$ cat config.mk
export PLATFORM = sky130hd
export DESIGN_NAME = fetch_decode_top
export DESIGN_NICKNAME = d
export VERILOG_FILES = /design/src/rtl/fetch_pkg.sv /design/src/rtl/fd_op_class.sv /design/src/rtl/fd_align.sv /design/src/rtl/fd_pc_inc.sv /design/src/rtl/fetch_decode_top.sv
export SDC_FILE = /design/constraint.sdc
export NUM_CORES = 1
export LEC_CHECK = 0
export ABC_AREA = 1
export CORE_MARGIN = 10
export CORE_UTILIZATION = 67
export DETAILED_ROUTE_END_ITERATION = 16
export DONT_BUFFER_PORTS = 1
export PLACE_DENSITY = 0.9
export SLEW_MARGIN = 20
export SYNTH_ARGS = -nofsm -noshare
export SYNTH_HDL_FRONTEND = slang
export SYNTH_SLANG_ARGS = --single-unit
$ cat constraint.sdc
create_clock -name vclk -period 4.4
set_input_delay 0.22 -clock vclk [all_inputs]
set_output_delay 0.22 -clock vclk [all_outputs]
set_load 0.02 [all_outputs]
$ cat src/rtl/fetch_pkg.sv
package fetch_pkg;
  localparam int ADDR_W     = 32;
  localparam int WORD_BYTES = 4;
  localparam int WIN_BYTES  = WORD_BYTES + 2;
  localparam int WIN_W      = 8 * WIN_BYTES;
  localparam int WORD_W     = 8 * WORD_BYTES;
  localparam logic [3:0] REG_NONE = 4'h8;

  typedef enum logic [3:0] {
    OP_NOP   = 4'h0,
    OP_HALT  = 4'h1,
    OP_MOVRR = 4'h2,
    OP_MOVIR = 4'h3,
    OP_MOVRM = 4'h4,
    OP_MOVMR = 4'h5,
    OP_ALU   = 4'h6,
    OP_JMP   = 4'h7,
    OP_CALL  = 4'h8,
    OP_RET   = 4'h9,
    OP_PUSH  = 4'hA,
    OP_POP   = 4'hB
  } opcode_e;

  typedef struct packed {
    logic valid;
    logic need_reg;
    logic need_const;
  } op_class_t;
endpackage

$ cat src/rtl/fd_op_class.sv
module fd_op_class
  import fetch_pkg::*;
(
  input  logic [3:0] icode_i,
  output op_class_t  cls_o
);
  always_comb begin
    cls_o = '0;
    case (icode_i)
      OP_NOP, OP_HALT, OP_RET: cls_o = '{valid: 1'b1, need_reg: 1'b0, need_const: 1'b0};
      OP_MOVRR, OP_ALU,
      OP_PUSH, OP_POP:         cls_o = '{valid: 1'b1, need_reg: 1'b1, need_const: 1'b0};
      OP_MOVIR, OP_MOVRM,
      OP_MOVMR:                cls_o = '{valid: 1'b1, need_reg: 1'b1, need_const: 1'b1};
      OP_JMP, OP_CALL:         cls_o = '{valid: 1'b1, need_reg: 1'b0, need_const: 1'b1};
      default:                 cls_o = '0;
    endcase
  end

  always_comb begin
    AST_INVALID_NO_FIELDS: assert (cls_o.valid || (!cls_o.need_reg && !cls_o.need_const));
  end
endmodule

$ cat src/rtl/fd_align.sv
module fd_align
  import fetch_pkg::*;
#(
  parameter int NB = WORD_BYTES
) (
  input  logic [8*(NB+2)-1:0] win_i,
  input  logic                need_reg_i,
  input  logic                need_const_i,
  output logic [3:0]          ra_o,
  output logic [3:0]          rb_o,
  output logic [8*NB-1:0]     valc_o
);
  logic [NB-1:0][7:0] near_w;  // constant right after opcode byte
  logic [NB-1:0][7:0] far_w;   // constant after register byte

  for (genvar k = 0; k < NB; k++) begin : g_byte
    assign near_w[k] = win_i[8*(k+1) +: 8];
    assign far_w[k]  = win_i[8*(k+2) +: 8];
  end

  always_comb begin
    ra_o = need_reg_i ? win_i[15:12] : REG_NONE;
    rb_o = need_reg_i ? win_i[11:8]  : REG_NONE;
    if (!need_const_i)   valc_o = '0;
    else if (need_reg_i) valc_o = far_w;
    else                 valc_o = near_w;
  end

  always_comb begin
    AST_NOREG_NONE: assert (need_reg_i || (ra_o == REG_NONE && rb_o == REG_NONE));
    AST_NOCONST_ZERO: assert (need_const_i || valc_o == '0);
  end
endmodule

$ cat src/rtl/fd_pc_inc.sv
module fd_pc_inc
  import fetch_pkg::*;
#(
  parameter int AW = ADDR_W,
  parameter int NB = WORD_BYTES
) (
  input  logic [AW-1:0] pc_i,
  input  logic          need_reg_i,
  input  logic          need_const_i,
  output logic [AW-1:0] valp_o
);
  localparam int LEN_W = $clog2(NB + 3);

  logic [LEN_W-1:0] len_w;

  always_comb begin
    len_w  = LEN_W'(1) + LEN_W'(need_reg_i) + (need_const_i ? LEN_W'(NB) : LEN_W'(0));
    valp_o = pc_i + AW'(len_w);
  end
endmodule

$ cat src/rtl/fetch_decode_top.sv
module fetch_decode_top
  import fetch_pkg::*;
(
  input  logic [ADDR_W-1:0] pc_i,
  input  logic [WIN_W-1:0]  win_i,
  output logic [3:0]        icode_o,
  output logic [3:0]        ifun_o,
  output logic [3:0]        ra_o,
  output logic [3:0]        rb_o,
  output logic [WORD_W-1:0] valc_o,
  output logic [ADDR_W-1:0] valp_o,
  output logic              instr_valid_o
);
  op_class_t cls_w;
  logic [ADDR_W-1:0] step_w;

  assign icode_o       = win_i[7:4];
  assign ifun_o        = win_i[3:0];
  assign instr_valid_o = cls_w.valid;

  fd_op_class u_class (
    .icode_i (win_i[7:4]),
    .cls_o   (cls_w)
  );

  fd_align #(.NB(WORD_BYTES)) u_align (
    .win_i        (win_i),
    .need_reg_i   (cls_w.need_reg),
    .need_const_i (cls_w.need_const),
    .ra_o         (ra_o),
    .rb_o         (rb_o),
    .valc_o       (valc_o)
  );

  fd_pc_inc #(.AW(ADDR_W), .NB(WORD_BYTES)) u_pc_inc (
    .pc_i         (pc_i),
    .need_reg_i   (cls_w.need_reg),
    .need_const_i (cls_w.need_const),
    .valp_o       (valp_o)
  );

  assign step_w = valp_o - pc_i;

  always_comb begin
    AST_LEN_LEGAL: assert (step_w == 1 || step_w == 2 || step_w == WORD_BYTES + 1 ||
                           step_w == WORD_BYTES + 2);
    AST_INVALID_SHORT: assert (instr_valid_o || step_w == 1);
  end
endmodule

==> out/results.txt <==
The worst stage delay on the critical path came out at 0.43 ns. For the post-placement cell count, the log shows 349. Worst min-delay path category: input port to primary output. The total number of nets in the final design is 403, and the biggest fanout along the worst timing path is 51. The tools report the number of instances resized during post-cts repair as 0. Setup repair after global routing left no endpoint under its margin.

The number of inserted diodes came out at 0. The count of nets left with antenna violations once routing finished came out at 0. Dividing the final minimum period by the clock period gives 59.12%. Among all stages on the critical path, the largest delay is contributed by nand3_4. Relative to the synthesized area, the layout overhead comes to -4.769%. In this run the worst setup path begins at win_i[7]. Dividing the detail-routed wire length by the instance count gives 18.90 microns. The run gives 2.38 ns as the critical path data arrival time. The tools report the gate count of the mapped netlist as 338. For this configuration, the core starts out at a cell density of 69.47%.

The logs give 0 for the overflow left after global routing and 0 for the number of buffers inserted by hold repair at cts. For this block, the routed nets add up to 6596 microns of wire. The die width came out at 70.45 microns. The type of the setup path with the least slack is input port to primary output. Counting the clock-network buffers in the layout gives 0. After synthesis, the mean cell area works out to 5.046 sq um. The flow ran to the end, and the final reports show no timing, DRC or antenna violations. Ranked by instance count, the synthesized netlist is headed by 108 x nand2_1, 47 x inv_1, 32 x a21oi_1. Number of buffers and inverters on the critical path: 1.

The logs give 0 for the number of antenna violations at the first check in global routing and 0 for the max-cap violation count. Final hold analysis gives a worst-case slack of 0.4400 ns. The run gives 0 as the final count of negative-setup-slack endpoints. The layout cell share with drive strength beyond 1 works out to 5.643%. Standby leakage power: 0.8026 nW.

The tools report the peak supply drop as 0.0001064 V. For the worst setup path, the data required time is 4.18 ns. The dominant delay contributor by cell family on the critical path is simple AND/OR/NAND/NOR gates. The critical path goes through nand2_1 > nand3_4 > nand2_1 > nand2_1 > inv_1 > ha_1 > nor2_4 > o21ai_4 > nand2_2 > o21ai_0 > nand2_1. Summed over all instances, the cell type with the most area after synthesis is nand2_1. The first detailed-routing pass ran for 5 iterations. The finished layout holds 349 standard cells, fillers aside. First-iteration detailed-routing DRC count: 150. The total area of sequential cells is 0 sq um. Buffers placed on the I/O ports in this run total 0.

Entering global routing, the biggest net connects 52 pins. The run gives 2080 as the number of global-route vias before repair. There are 0 flip-flops and latches. The filler cell count in the final layout came out at 242. For this block, the via count after detailed routing is 2138. By area the synthesized netlist is led by nand2_1 24%, inv_1 10%, a21oi_1 9.4%.

Setup total negative slack on the finished layout was measured at 0 ns. The cell that appears most often on the critical path is nand2_1. The number of buffers added for setup after CTS was 0; the time the worst path needs with I/O delays and setup was 2.601 ns. STA classifies the critical path startpoint as an input port. After floorplanning, the core was divided into 18 placement rows. Summed over all nets, the half-perimeter wirelength after detailed placement is 5756 microns. The die outline height was 70.45 microns; the weighted congestion reported at the end of routability-driven placement was 0.9870. The tools report the Yosys warning count as 0.

The power consumption is 202.2 uW, and the area of the core is 0.002455 sq mm. At the end of the flow the core is filled with cells to 66.16%. The netlist area before placement came out at 0.001705 sq mm.

Of the synthesized area, sequential elements account for 0%. The count of endpoints failing hold in the final timing report came out at 0. Proportion of netlist area held by the largest area contributor: 23.77%. The run gives 0 as the count of pins over their slew limit. The first global-routing pass estimated 10290 microns of wire. The tools report the maximum frequency from static timing analysis as 384.4 MHz. The die area is 0.004963 sq mm. For this design the ratio of total power to cell area is 124.5 mW/mm^2. Most common cell in the synthesized netlist: nand2_1. For the global routing usage summed across all routing layers, the log shows 23.73%. The tools report the kind of end point of the critical path as a primary output. The worst pin sits at a relative slew slack of 55.70%.

In the routed design, unresolved DRC markers number 0. The via density per instance was 6.126; the I/O pin count was 161. At the pin with the least slew margin, the transition time is 0.6604 ns. Synthesis produced a netlist with a net count of 420. In this run the most critical hold path is launched from win_i[2]. Yosys mapped the design onto 32 distinct sky130hd cell types.
[kinds of logic after synthesis]
family                   count (synthesis)  share of synthesized area (%)
AND/OR/NAND/NOR                        196                          52.53
buffers and inverters                   69                          17.97
AO/OA/AOI/OAI                           49                          16.73
XOR/XNOR                                22                          11.30
adder cells (fa/ha/maj)                  2                          1.467
[area by class of cell]
class,instances,area (sq um),share of cell area [%]
Tap cell,30,37.54,2.311
Multi-Input combinational cell,269,1399,86.13
Inverter,50,187.7,11.56
[power by group]
part / total [mW] / switching (mW) / internal [mW] / leakage [nW]
sequential: 0 / 0 / 0 / 0
combinational: 0.202 / 0.159 / 0.0433 / 0.803
clock: 0 / 0 / 0 / 0
total: 0.202 / 0.159 / 0.0433 / 0.803
[through the flow]
| stage | setup slack, ns | instance area [sq um] |
|---|---|---|
| after floorplan | 2.083 | 1705 |
| after global placement | 1.938 | 1624 |
| after detailed placement | 1.838 | 1624 |
| after CTS | 1.825 | 1624 |
| after global routing | 1.630 | 1624 |
| final | 1.799 | 1624 |
[worst paths after layout]
| path | to | depth (start not counted) |
|---|---|---|
| hold / removal | ifun_o[2] | 0 |
| setup / recovery | valp_o[16] | 11 |
[metal layers]
| metal | up-vias | part of all wire (%) | GRT usage (%) |
|---|---|---|---|
| met1 | 924 | 34 | 24.70 |
| met5 | - | 0 | 0 |
| met2 | 162 | 50 | 45.51 |
| met4 | 0 | 1.4 | 3.070 |
| li1 | 1038 | - | - |
| met3 | 14 | 14 | 7.486 |
[placed cells by master, fill, tap and decap left out]
cell type | Yosys | routed
o211ai_1 | 1 | 1
nand4_2 | 1 | 1
nand2_4 | 3 | 3
inv_1 | 47 | 47
o21ai_4 | 1 | 1
o21ai_1 | 1 | 1
nand4_1 | 15 | 15
nand3b_1 | 1 | 1
clkinv_1 | 1 | 1
a21oi_1 | 32 | 32
nand3_4 | 1 | 1
inv_2 | 2 | 2
nand3_2 | 1 | 1
xor2_1 | 12 | 12
xnor2_1 | 10 | 10
nand3_1 | 16 | 16
or2_0 | 1 | 1
nand2_2 | 3 | 3
nor4_1 | 4 | 4
o31ai_4 | 1 | 1
o21bai_2 | 1 | 1
nor2_1 | 31 | 31
nor3_1 | 8 | 8
nor2_2 | 1 | 1
ha_1 | 2 | 2
nor2_4 | 2 | 2
o21ai_0 | 11 | 11
o21ai_2 | 1 | 1
nand2_1 | 108 | 108
Note: power is estimated with default switching activity, not from simulation.
